**config.mk**
```make
export PLATFORM = sky130hd
export DESIGN_NAME = bytereg_spi_cmd
export DESIGN_NICKNAME = d
export VERILOG_FILES = /design/src/rtl/spicmd_pkg.sv /design/src/rtl/spicmd_tick.sv /design/src/rtl/spicmd_seq.sv /design/src/rtl/spicmd_regfile.sv /design/src/rtl/bytereg_spi_cmd.sv
export SDC_FILE = /design/constraint.sdc
export NUM_CORES = 1
export LEC_CHECK = 0
export BUFFER_PORTS_ARGS = -buffer_cell sky130_fd_sc_hd__clkbuf_2
export CORE_AREA = 4 4 120 122
export DETAILED_ROUTE_END_ITERATION = 10
export DIE_AREA = 0 0 124 126
export PLACE_DENSITY = 0.67
export SLEW_MARGIN = 20
export SYNTH_ARGS = -nofsm -noshare
export SYNTH_HDL_FRONTEND = slang
export SYNTH_SLANG_ARGS = --single-unit
```
**constraint.sdc**
```tcl
create_clock -name clk -period 3.6 [get_ports clk]
set_input_delay 0.54 -clock clk [delete_from_list [all_inputs] [get_ports clk]]
set_output_delay 0.54 -clock clk [all_outputs]
set_load 0.05 [all_outputs]
```
**src/rtl/spicmd_pkg.sv**
```systemverilog
package spicmd_pkg;

  localparam int BYTE_W    = 8;
  localparam int REG_AW    = 3;
  localparam int MAX_TX    = 5;
  localparam int MAX_RX    = 3;
  localparam int SLOT_W    = $clog2(MAX_RX);
  localparam int BIDX_W    = $clog2(8 * (MAX_TX + MAX_RX)) + 1;

  typedef enum logic [1:0] {
    SEQ_IDLE  = 2'd0,
    SEQ_SHIFT = 2'd1,
    SEQ_CLOSE = 2'd2
  } seq_state_t;

  typedef struct packed {
    logic [BYTE_W-1:0] op;
    logic [BYTE_W-1:0] adr_lo;   // offset 2, last address byte on the wire
    logic [BYTE_W-1:0] adr_mid;  // offset 3
    logic [BYTE_W-1:0] adr_hi;   // offset 4, first address byte on the wire
    logic [BYTE_W-1:0] payload;  // offset 7 (write side)
  } cmd_bytes_t;

  // Outgoing byte count for the 2-bit length code.
  function automatic logic [2:0] tx_bytes(input logic [1:0] enc);
    case (enc)
      2'd0:    return 3'd1;
      2'd1:    return 3'd2;
      2'd2:    return 3'd4;
      default: return 3'd5;
    endcase
  endfunction

  // Bits on the wire for the whole exchange.
  function automatic logic [BIDX_W-1:0] total_bits(input logic [1:0] enc,
                                                   input logic [1:0] rxc);
    logic [BIDX_W-1:0] nbytes;
    nbytes = BIDX_W'(tx_bytes(enc)) + BIDX_W'(rxc);
    return nbytes << 3;
  endfunction

  // Byte sent at wire position pos for length code enc.
  function automatic logic [BYTE_W-1:0] wire_byte(input logic [2:0]  pos,
                                                  input logic [1:0]  enc,
                                                  input cmd_bytes_t  c);
    case (pos)
      3'd0:    return c.op;
      3'd1:    return (enc == 2'd1) ? c.payload : c.adr_hi;
      3'd2:    return c.adr_mid;
      3'd3:    return c.adr_lo;
      3'd4:    return c.payload;
      default: return '0;
    endcase
  endfunction

  function automatic logic is_start_code(input logic [BYTE_W-1:0] w);
    return w[7:5] == 3'b010;
  endfunction

endpackage

```
**src/rtl/spicmd_tick.sv**
```systemverilog
module spicmd_tick #(
  parameter int HALF_FAST = 2,
  parameter int HALF_SLOW = 4
) (
  input  logic clk,
  input  logic rst_n,
  input  logic run,
  input  logic fast,
  output logic tick
);
  localparam int MAXH = (HALF_FAST > HALF_SLOW) ? HALF_FAST : HALF_SLOW;
  localparam int CW   = (MAXH < 2) ? 1 : $clog2(MAXH);

  logic [CW-1:0] cnt_q;
  logic [CW-1:0] limit;

  assign limit = fast ? CW'(HALF_FAST - 1) : CW'(HALF_SLOW - 1);
  assign tick  = run && (cnt_q == limit);

  always_ff @(posedge clk or negedge rst_n) begin
    if (!rst_n)              cnt_q <= '0;
    else if (!run || tick)   cnt_q <= '0;
    else                     cnt_q <= cnt_q + 1'b1;
  end
endmodule

```
**src/rtl/spicmd_seq.sv**
```systemverilog
module spicmd_seq
  import spicmd_pkg::*;
(
  input  logic                          clk,
  input  logic                          rst_n,
  input  logic                          start,
  input  logic [1:0]                    enc,
  input  logic [1:0]                    rx_cnt,
  input  cmd_bytes_t                    cmd,
  input  logic                          tick,
  input  logic                          miso,
  output logic                          busy,
  output logic                          shifting,
  output logic                          cs_n,
  output logic                          sck,
  output logic                          mosi,
  output logic [MAX_RX-1:0][BYTE_W-1:0] rx_bytes
);
  seq_state_t                    state_q;
  logic                          cs_n_q, sck_q, mosi_q;
  logic [BIDX_W-1:0]             bidx_q;
  logic [MAX_RX-1:0][BYTE_W-1:0] rx_q;

  logic [BIDX_W-1:0] tx_bits, n_bits;
  logic              in_rx, last_bit;
  logic [SLOT_W-1:0] slot;

  function automatic logic bit_at(input logic [BIDX_W-1:0] idx,
                                  input logic [BIDX_W-1:0] txb,
                                  input logic [1:0]        e,
                                  input cmd_bytes_t        c);
    logic [BYTE_W-1:0] b;
    if (idx >= txb) return 1'b0;
    b = wire_byte(3'(idx >> 3), e, c);
    return b[~idx[2:0]];
  endfunction

  assign tx_bits  = BIDX_W'(tx_bytes(enc)) << 3;
  assign n_bits   = total_bits(enc, rx_cnt);
  assign in_rx    = bidx_q >= tx_bits;
  assign last_bit = bidx_q == (n_bits - 1'b1);
  assign slot     = SLOT_W'((bidx_q - tx_bits) >> 3);

  always_ff @(posedge clk or negedge rst_n) begin
    if (!rst_n) begin
      state_q <= SEQ_IDLE;
      cs_n_q  <= 1'b1;
      sck_q   <= 1'b0;
      mosi_q  <= 1'b0;
      bidx_q  <= '0;
      rx_q    <= '0;
    end else begin
      case (state_q)
        SEQ_IDLE: begin
          if (start) begin
            state_q <= SEQ_SHIFT;
            cs_n_q  <= 1'b0;
            sck_q   <= 1'b0;
            bidx_q  <= '0;
            mosi_q  <= cmd.op[BYTE_W-1];
            rx_q    <= '0;
          end
        end
        SEQ_SHIFT: begin
          if (tick) begin
            if (!sck_q) begin
              sck_q <= 1'b1;
              if (in_rx) rx_q[slot][~bidx_q[2:0]] <= miso;
            end else begin
              sck_q <= 1'b0;
              if (last_bit) begin
                cs_n_q  <= 1'b1;
                mosi_q  <= 1'b0;
                state_q <= SEQ_CLOSE;
              end else begin
                bidx_q <= bidx_q + 1'b1;
                mosi_q <= bit_at(bidx_q + 1'b1, tx_bits, enc, cmd);
              end
            end
          end
        end
        SEQ_CLOSE: state_q <= SEQ_IDLE;
        default:   state_q <= SEQ_IDLE;
      endcase
    end
  end

  assign busy     = state_q != SEQ_IDLE;
  assign shifting = state_q == SEQ_SHIFT;
  assign cs_n     = cs_n_q;
  assign sck      = sck_q;
  assign mosi     = mosi_q;
  assign rx_bytes = rx_q;
endmodule

```
**src/rtl/spicmd_regfile.sv**
```systemverilog
module spicmd_regfile
  import spicmd_pkg::*;
(
  input  logic                          clk,
  input  logic                          rst_n,
  input  logic                          we,
  input  logic [REG_AW-1:0]             addr,
  input  logic [BYTE_W-1:0]             wdata,
  input  logic                          busy,
  input  logic [MAX_RX-1:0][BYTE_W-1:0] rx_bytes,
  output logic [BYTE_W-1:0]             rdata,
  output logic                          start,
  output logic                          fast,
  output logic [1:0]                    rx_cnt,
  output logic [1:0]                    enc,
  output cmd_bytes_t                    cmd
);
  logic [BYTE_W-2:0] ctl_q;
  cmd_bytes_t        cmd_q;
  logic              wr_ok;

  assign wr_ok = we && !busy;
  assign start = wr_ok && (addr == 3'd0) && is_start_code(wdata);

  always_ff @(posedge clk or negedge rst_n) begin
    if (!rst_n) begin
      ctl_q <= '0;
      cmd_q <= '0;
    end else if (wr_ok) begin
      case (addr)
        3'd0: ctl_q         <= wdata[BYTE_W-2:0];
        3'd1: cmd_q.op      <= wdata;
        3'd2: cmd_q.adr_lo  <= wdata;
        3'd3: cmd_q.adr_mid <= wdata;
        3'd4: cmd_q.adr_hi  <= wdata;
        3'd7: cmd_q.payload <= wdata;
        default: ;
      endcase
    end
  end

  always_comb begin
    case (addr)
      3'd0:    rdata = {busy, ctl_q};
      3'd1:    rdata = cmd_q.op;
      3'd2:    rdata = cmd_q.adr_lo;
      3'd3:    rdata = cmd_q.adr_mid;
      3'd4:    rdata = cmd_q.adr_hi;
      3'd5:    rdata = rx_bytes[0];
      3'd6:    rdata = rx_bytes[1];
      default: rdata = rx_bytes[2];
    endcase
  end

  assign fast   = ctl_q[4];
  assign rx_cnt = ctl_q[3:2];
  assign enc    = ctl_q[1:0];
  assign cmd    = cmd_q;
endmodule

```
**src/rtl/bytereg_spi_cmd.sv**
```systemverilog
module bytereg_spi_cmd
  import spicmd_pkg::*;
#(
  parameter int HALF_FAST = 2,
  parameter int HALF_SLOW = 4
) (
  input  logic              clk,
  input  logic              rst_n,
  input  logic              reg_we,
  input  logic [2:0]        reg_addr,
  input  logic [7:0]        reg_wdata,
  output logic [7:0]        reg_rdata,
  output logic              spi_sck,
  output logic              spi_cs_n,
  output logic              spi_mosi,
  input  logic              spi_miso
);
  logic                          busy, shifting, tick, start_evt;
  logic                          ctl_fast;
  logic [1:0]                    ctl_rx, ctl_enc;
  cmd_bytes_t                    cmd;
  logic [MAX_RX-1:0][BYTE_W-1:0] rx_bytes;

  spicmd_regfile u_regs (
    .clk      (clk),
    .rst_n    (rst_n),
    .we       (reg_we),
    .addr     (reg_addr),
    .wdata    (reg_wdata),
    .busy     (busy),
    .rx_bytes (rx_bytes),
    .rdata    (reg_rdata),
    .start    (start_evt),
    .fast     (ctl_fast),
    .rx_cnt   (ctl_rx),
    .enc      (ctl_enc),
    .cmd      (cmd)
  );

  spicmd_tick #(.HALF_FAST(HALF_FAST), .HALF_SLOW(HALF_SLOW)) u_tick (
    .clk   (clk),
    .rst_n (rst_n),
    .run   (shifting),
    .fast  (ctl_fast),
    .tick  (tick)
  );

  spicmd_seq u_seq (
    .clk      (clk),
    .rst_n    (rst_n),
    .start    (start_evt),
    .enc      (ctl_enc),
    .rx_cnt   (ctl_rx),
    .cmd      (cmd),
    .tick     (tick),
    .miso     (spi_miso),
    .busy     (busy),
    .shifting (shifting),
    .cs_n     (spi_cs_n),
    .sck      (spi_sck),
    .mosi     (spi_mosi),
    .rx_bytes (rx_bytes)
  );
endmodule

```
# Word-level counts from Yosys, hierarchy flattened
# Cells that the tools add are included.
# totals
regBits,85
out_inout_bits,11
wordCells,133
# classes
addsub,5
order_cmp,7
eq_ne,24
n_mux,53
bitwise,2
n_reduce_logical,27
# ops
op,count
$mux W24,4
$mux W8,7
$pmux W8 S7,1
$pmux W24 S2,1
$pmux W8 S5,1
$mux W7,4
$bwmux W24,1
$mux W1,19
$demux W8 S2,1
$eq A3 B2 Y1 const B,5
$eq A3 B3 Y1 const B,5
$reduce_and A5 Y1,3
$ge A7 B6 Y1,2
$pmux W7 S2,1
$mux W2,6
$reduce_and A2 Y1,6
$pmux W3 S3,1
$lt A3 B4 Y1 const B,2
$ne A2 B2 Y1 const B,4
$reduce_and A4 Y1,2
$add A7 B1 Y7 const B,1
$eq A7 B7 Y1,1
$sub A7 B1 Y7 const B,1
$eq A3 B1 Y1 const B,2
22 further kinds,37

# Longest topological paths before layout
# Gate-level depths: netlist (run 1).
# logic_depth
word_depth,21
depth_mapped,14
ltp_nobuf,13

# By module
# From an unflattened synthesis (run 1), not the netlist that was laid out.
# unflattened
hier_cells,572
area_unflattened_um2,5415.2
# modules_own_cells
mod,instances,cells_each,area_per_inst_um2,seq_area_each_um2
spicmd_seq,1,372,2936.6,902.1
spicmd_regfile,1,192,2391.0,1176.1
spicmd_tick,1,8,87.6,50.0

# Least setup slack after synthesis (run 1)
# OpenSTA, ideal clock, no wires.
# synth_timing
path_type,register to register
startpoint,register u_regs.ctl_q[0]
endpoint,register u_seq.bidx_q[0]
t_arrival_ps,3160
t_required_ps,3475
path_slack_ps,316
stages_incl_launch_ff,13
n_path_buf,1
path_cell_list,dfrtp_1 -> inv_1 -> ha_1 -> ha_1 -> inv_1 -> fa_1 -> nor4b_1 -> or4_4 -> a2111oi_4 -> a21bo_1 -> buf_4 -> nor2_2 -> mux2_2
# synth_via
elab_chain_cells,7
# synth_lines
element,line_no,source
start: declaration,spicmd_regfile.sv:18,logic [BYTE_W-2:0] ctl_q;
start signal: assignment,spicmd_regfile.sv:31,3'd0: ctl_q <= wdata[BYTE_W-2:0];
$eq A2 B2 Y1 (tied with other cells),spicmd_pkg.sv:26,case (enc)
$pmux W3 S3 *,spicmd_pkg.sv:26,
$add A3 B2 Y4 *,spicmd_pkg.sv:38,nbytes = BIDX_W'(tx_bytes(enc)) + BIDX_W'(rxc);
$sub A7 B1 Y7 *,spicmd_seq.sv:41,assign last_bit = bidx_q == (n_bits - 1'b1);
$eq A7 B7 Y1 *,spicmd_seq.sv:41,
$ne A2 B2 Y1 (no line) *,n/a,
$reduce_and A5 Y1 (no line) *,n/a,
end signal: assignment,spicmd_seq.sv:76,bidx_q <= bidx_q + 1'b1;
end: declaration,spicmd_seq.sv:21,logic [BIDX_W-1:0] bidx_q;
# Every way passes the cells marked *; elsewhere a longest branch is shown, timed or not.
# A chain may end at the register's enable or synchronous reset.

# Worst setup path after layout (run 1)
# Same ends and word-level chain as after synthesis.

==> run metrics, run 1 <==
Seq/Total Area, Yosys=40.94%; max-cap violations=0; Mean Syn Cell Area=9.469 um2; Post-synth EDFFs=0; ANT cells=0; setup bufs post-CTS=0; crit-path max FO=6; Initial DRC Count=443; io pins=26; Via density=5.897; via count=around 4.4k; Post-DRT Antenna Nets=0; Leak=2.491 nW; fillcell total=~1.3k; Layout Nets=between 600 and 700; layout cell share with drive strength beyond 1=21.91%; fin. max-slew vios=0; port bufs=25; slowest CP cell=or4_4; Worst slew margin=between 40% and 50%; first-pass GRT wire length=~24000 um; final WL=14540 um; Post-DP HPWL=10870 um; Longest Clk Path Bufs=2; Routed WL per cell=roughly 19 um; Tmin final=3.373 ns; Starting Density=39.41%; Worst EP required=3.82 ns; CTS Buf Count=9; post-synth top area cell=dfrtp_1; Die Wd=124 um; Area Overhead vs Synth=12.06%; Peak supply drop=0.0004255 V; Die Height=126 um; DIE AREA=0.01562 mm2; Design Power=0.003444 W; Core Region=0.01319 mm2; Main synth FF type=dfrtp_1; Residual DRC=0; Row Count=42; Pwr Density=591.1 mW/mm2; total grt overflow=0; Max Freq=roughly 0.30 GHz; CTS Hold Bufs=0; clk slew on worst S/H paths=around 0.060 ns; GP Congestion=0.9575; initial antenna violation count=0; largest net degree at the start of global routing=67; Worst Skew=0.008795 ns; Final Hold Viols=0; Cells after Synth=roughly 550; TritonCTS sink count=85; most frequent cell after synthesis=dfrtp_1; Async SR Flop Fraction=100.0%; area share of the largest cell type after synthesis=40.43%; CP arrival=3.60 ns; CP startpoint kind=flop; class of the worst hold path=in2async; root buffer cell=clkbuf_16; Worst-Margin Slew=0.8581 ns; #FFs+latches synth=between 80 and 90; Final period util=93.69%; CTS tree=built; dominant cells by area after synthesis=dfrtp_1, mux2_2, o21ai_0, a21oi_1, ha_1; area occupied by registers=0.002130 mm2; Fin Hold WS=0.2954 ns; endpoints failing setup=0; Crit path largest cell delay=around 0.53 ns; RSZ-0062 raised after global routing=false; Setup CP Type=reg2reg; status=finished, final reports clean; multi-input combinational cell area=0.002875 mm2; vias in the first global route=between 4k and 5k; Pre-Repair DR Iteration Count=6; CP cell instances=inv_1 -> ha_1 -> ha_1 -> inv_1 -> fa_2 -> nor4b_2 -> or4_4 -> a2111oi_4 -> a21bo_2 -> nor2_2 -> mux2_2; Cell Area, Synth=0.005199 mm2; clock latency on the worst-skew pair=0.34 ns; Critical Path End Type=flop; TNS Setup=0 ns; Synth cell types=66; CTS resizes=0; Yosys warning count=0; CTS H-tree lvls=3; Post-synth top cells=dfrtp_1, o21ai_0, mux2_2; GRT Util Overall=19.44%; syn nets=580
==> sequential cells by signal, indices dropped and copies added, names as in the netlist <==
| name | cells |
|---|---|
| u_seq.rx_bytes | 24 |
| u_regs.ctl_q | 7 |
| u_regs.cmd | 40 |
| u_seq.bidx_q | 7 |
| u_seq.mosi | 1 |
| u_seq.state_q | 2 |
| u_tick.cnt_q | 2 |
| u_seq.sck | 1 |
| u_seq.cs_n | 1 |
==> routing by layer <==
| metal | global-route usage [%] | wire [um] | vias to the layer above |
|---|---|---|---|
| met2 | 28.86 | 6618 | 196 |
| met5 | 0 | 0 | - |
| met4 | 5.477 | 271 | 0 |
| li1 | - | - | 2051 |
| met1 | 28.29 | 6401 | 2160 |
| met3 | 4.619 | 1245 | 22 |
==> placed cells by master (no fill, tap or decap), types with 4 or more instances in the layout <==
cell       synthesis  final
nor2_1            31     31
a221oi_1           4      4
a21o_1             4      4
ha_1              14     14
clkbuf_16          0      9
nor2b_1           11     11
nand3b_1           5      5
a31oi_1           10     10
and3_1             4      4
nand2_1           42     42
a22o_1             6      6
o22a_1             4      4
buf_4              2     19
a21oi_1           48     48
o21ai_0           65     65
a211oi_1           5      5
xor2_1             5      5
xnor2_1            5      5
clkbuf_2           0     24
nand3_1           19     19
inv_1             17     17
mux2_2            51     51
mux2i_1           12     12
dfrtp_1           84     83
a22oi_1            4      4
nor3_1             8      8
==> logic make-up (layout without fill, tap and decap cells) <==
| family | after synthesis | count (layout) | synth area share, % |
|---|---|---|---|
| flip-flops | 85 | 85 | 40.94 |
| AO/OA/AOI/OAI | 179 | 179 | 21.40 |
| multiplexers | 64 | 64 | 13.79 |
| buffers and inverters | 51 | 77 | 3.923 |
| adder cells (fa/ha/maj) | 16 | 16 | 4.140 |
| AND/OR/NAND/NOR | 143 | 143 | 13.60 |
| XOR/XNOR | 11 | 11 | 2.214 |
==> layout make-up <==
type,count,share of cell area (%)
inverters,18,1.160
flip-flops and latches,85,36.55
clock inverters,4,0.4081
repair buffers,43,4.510
clock buffers,12,4.231
well taps,176,3.780
multi-input cells,413,49.36
==> stage by stage <==
| step | util [%] | setup slack [ns] | cell area, um2 | instances |
|---|---|---|---|---|
| 6_report | 44.17 | 0.2272 | 5826 | 751 |
| 5_1_grt | 44.17 | 0.04794 | 5826 | 751 |
| 4_1_cts | 44.09 | 0.1263 | 5816 | 751 |
| 3_5_place_dp | 42.04 | 0.1454 | 5545 | 735 |
| 3_3_place_gp | 42.04 | 0.2969 | 5545 | 735 |
| 2_1_floorplan | - | 0.3158 | 5199 | 549 |
==> worst paths after layout <==
path / startpoint / to / slack [ns] / cells past startpoint
max: u_regs.ctl_q[0]$_DFFE_PN0P_ / u_seq.bidx_q[0]$_DFFE_PN0P_ / 0.23 / 11
min: rst_n / u_seq.rx_bytes[23]$_DFFE_PN0P_ / 0.30 / 1
max reg2reg: u_regs.ctl_q[0]$_DFFE_PN0P_ / u_seq.bidx_q[0]$_DFFE_PN0P_ / 0.23 / 11
min reg2reg: u_tick.cnt_q[0]$_DFF_PN0_ / u_tick.cnt_q[0]$_DFF_PN0_ / 0.48 / 1
max in group asynchronous: rst_n / u_seq.cs_n$_DFFE_PN1P_ / 2.42 / 2
min in group clk: u_tick.cnt_q[0]$_DFF_PN0_ / u_tick.cnt_q[0]$_DFF_PN0_ / 0.48 / 1
==> worst max-delay path: cells and delay by family, from the launching register on <==
kind	cells	cell delay (ns)
adder cells (fa/ha/maj)	3	1.02
AND/OR/NAND/NOR	3	0.78
AO/OA/AOI/OAI	2	0.62
flip-flops	1	0.42
multiplexers	1	0.28
buffers and inverters	2	0.14
==> power breakdown <==
| part | switching, W | internal, W | total (W) |
|---|---|---|---|
| Sequential | 0.000180 | 0.00111 | 0.00129 |
| Clock | 0.000355 | 0.000484 | 0.000839 |
| Combinational | 0.000799 | 0.000515 | 0.00131 |
Power figures use the tool's default switching activity.
==> run 2: changes to the inputs <==
CELL_PAD_IN_SITES_DETAIL_PLACEMENT = 0   (was default)
CELL_PAD_IN_SITES_GLOBAL_PLACEMENT = 1   (was default)
PLACE_DENSITY = 0.79   (was 0.67)
==> run 2 against run 1 <==
  * Cell area is 1.8% higher
  * Register-to-register slack lost 0.03 ns
  * Routed wire length grew 6.2%
  * Critical path type unchanged
  * Sequential power about the same
  * Global-route usage grew 1.3 points
  * Core utilization increased by 0.80 points
==> run metrics, run 2 (synthesized netlist as in run 1, its figures left out) <==
largest net degree at the start of global routing=74; via count=roughly 4.5k; GP Congestion=0.9271; Peak supply drop=0.0004433 V; ANT cells=0; WP buf/inv=2; Routed WL per cell=20.50 um; Critical Path Source=u_regs.ctl_q[0]$_DFFE_PN0P_; port bufs=25; CP arrival=3.64 ns; final WL=15440 um; most common cell after layout, fill and taps aside=dfrtp_1; fillcell total=1256; root buffer cell=clkbuf_16; slowest CP cell=or4_4; RSZ-0062 raised after global routing=false; CTS Buf Count=9; crit-path leading delay family=adder cells; endpoints failing setup=0; CP cell instances=inv_1 -> ha_1 -> ha_1 -> inv_1 -> fa_1 -> mux2i_1 -> nor4b_2 -> or4_4 -> a2111oi_4 -> a21bo_2 -> nor2_2 -> mux2_2; vias in the first global route=4400; Max Freq=0.2939 GHz; Initial DRC Count=515; Placed Instances=736; Pre-Repair DR Iteration Count=6; multi-input combinational cell area=0.002873 mm2; Setup CP Type=reg2reg; Via density=6.017; Worst-Margin Slew=between 0.9 and 1 ns; Post-DP HPWL=11210 um; CTS tree=built; R2R Path End=u_seq.bidx_q[0]$_DFFE_PN0P_; layout cell share with drive strength beyond 1=22.18%; Core Region=between 0.01 and 0.015 mm2; R2R depth=12; class of the worst hold path=in2async; CP startpoint kind=flop; Die Height=126 um; fin. max-slew vios=0; Layout Nets=603; status=finished, final reports clean; total grt overflow=0; Area Overhead vs Synth=14.08%; Worst slew margin=36.67%; Worst Skew=around 0.0063 ns; crit-path max FO=6; Die Wd=124 um; Pwr Density=632.9 mW/mm2; Worst EP required=3.84 ns; clk slew on worst S/H paths=0.06 ns; Final Hold Viols=0; Residual DRC=0; GRT Util Overall=between 20% and 30%; Leak=2.541 nW; DIE AREA=0.01562 mm2; area occupied by registers=0.002130 mm2; Critical Path End Type=flop; commonest cells after routing, fill and taps aside=dfrtp_1, o21ai_0, mux2_2, a21oi_1, nand2_1; TNS Setup=0 ns; Fin Hold WS=0.3160 ns; Starting Density=39.41%; setup slack, reg-to-reg=0.20 ns; initial antenna violation count=0; Post-DRT Antenna Nets=0; Layout Cells excl Fill=753; CTS H-tree lvls=3; Largest register FFs=40; TritonCTS sink count=85; max-cap violations=0; Tmin final=3.402 ns; Final period util=94.51%; io pins=26; Row Count=42; worst reg2reg path startpoint=u_regs.ctl_q[0]$_DFFE_PN0P_; clock latency on the worst-skew pair=0.35 ns; Longest Clk Path Bufs=2; first-pass GRT wire length=about 25000 um; Crit path largest cell delay=0.53 ns
## run 2: cell count changes in the layout (fill, tap and decap cells not counted)
| cell | before | now |
|---|---|---|
| buf_4 | 19 | 21 |
| clkinv_2 | 3 | 1 |
| clkinv_4 | 1 | 0 |
| clkbuf_1 | 2 | 1 |
| bufinv_16 | 0 | 4 |
| fa_1 | 1 | 2 |
| inv_6 | 0 | 1 |
| clkbuf_8 | 1 | 0 |
| fa_2 | 1 | 0 |
## run 2: cell type report
type | instances | area share, %
repair buffers | 45 | 4.684
clock buffers | 10 | 3.861
clock inverters | 6 | 2.257
flip-flops and latches | 85 | 35.91
multi-input cells | 413 | 48.44
inverters | 18 | 1.139
well taps | 176 | 3.713
## run 2: worst reg2reg max path: stages (launching register included)
cell and delay (ns):
dfrtp_2 0.43, inv_1 0.06, ha_1 0.32, ha_1 0.18, inv_1 0.06, fa_1 0.45, mux2i_1 0.21, nor4b_2 0.08
or4_4 0.53, a2111oi_4 0.39, a21bo_2 0.24, nor2_2 0.07, mux2_2 0.29
## run 2: routing by layer
| metal | global-route usage (%) | vias up | share of wire, % |
|---|---|---|---|
| met5 | 0 | - | 0 |
| met4 | 8.247 | 0 | 2.6 |
| met3 | 4.260 | 33 | 8.1 |
| met2 | 30.58 | 212 | 46 |
| met1 | 29.83 | 2230 | 44 |
| li1 | - | 2056 | - |
## run 2: stage by stage
step                      area (um2)  utilization (%)  power [W]  worst slack, ns
after global placement          5553            42.10   0.002563           0.2667
final                           5931            44.96   0.003754           0.1975
after global routing            5931            44.96   0.003946          0.04418
after floorplan                 5199                -   0.002194           0.3158
after detailed placement        5553            42.10   0.002590          0.09840
after CTS                       5916            44.85   0.003745          0.09960
## run 2: worst max-delay path by stage
stage / slack (ns) / cells past startpoint / endpoint
after floorplan: 0.32 / 12 / u_seq.bidx_q[0]$_DFFE_PN0P_
after global placement: 0.27 / 12 / u_seq.bidx_q[0]$_DFFE_PN0P_
after detailed placement: 0.1 / 14 / u_seq.bidx_q[2]$_DFFE_PN0P_
after CTS: 0.1 / 14 / u_seq.bidx_q[2]$_DFFE_PN0P_
after global routing: 0.04 / 11 / u_seq.bidx_q[0]$_DFFE_PN0P_
final: 0.20 / 12 / u_seq.bidx_q[0]$_DFFE_PN0P_
## run 2: repair_timing
item | CTS | global route
hold buffers | 0 | 0
gates resized for setup | 0 | 3
endpoints found under the setup margin | 0 | 9
setup buffers | 0 | 1
## run 2: power by group
group          internal [W]  switching, W
combinational      0.000507      0.000811
clock              0.000750      0.000396
sequential          0.00111      0.000180
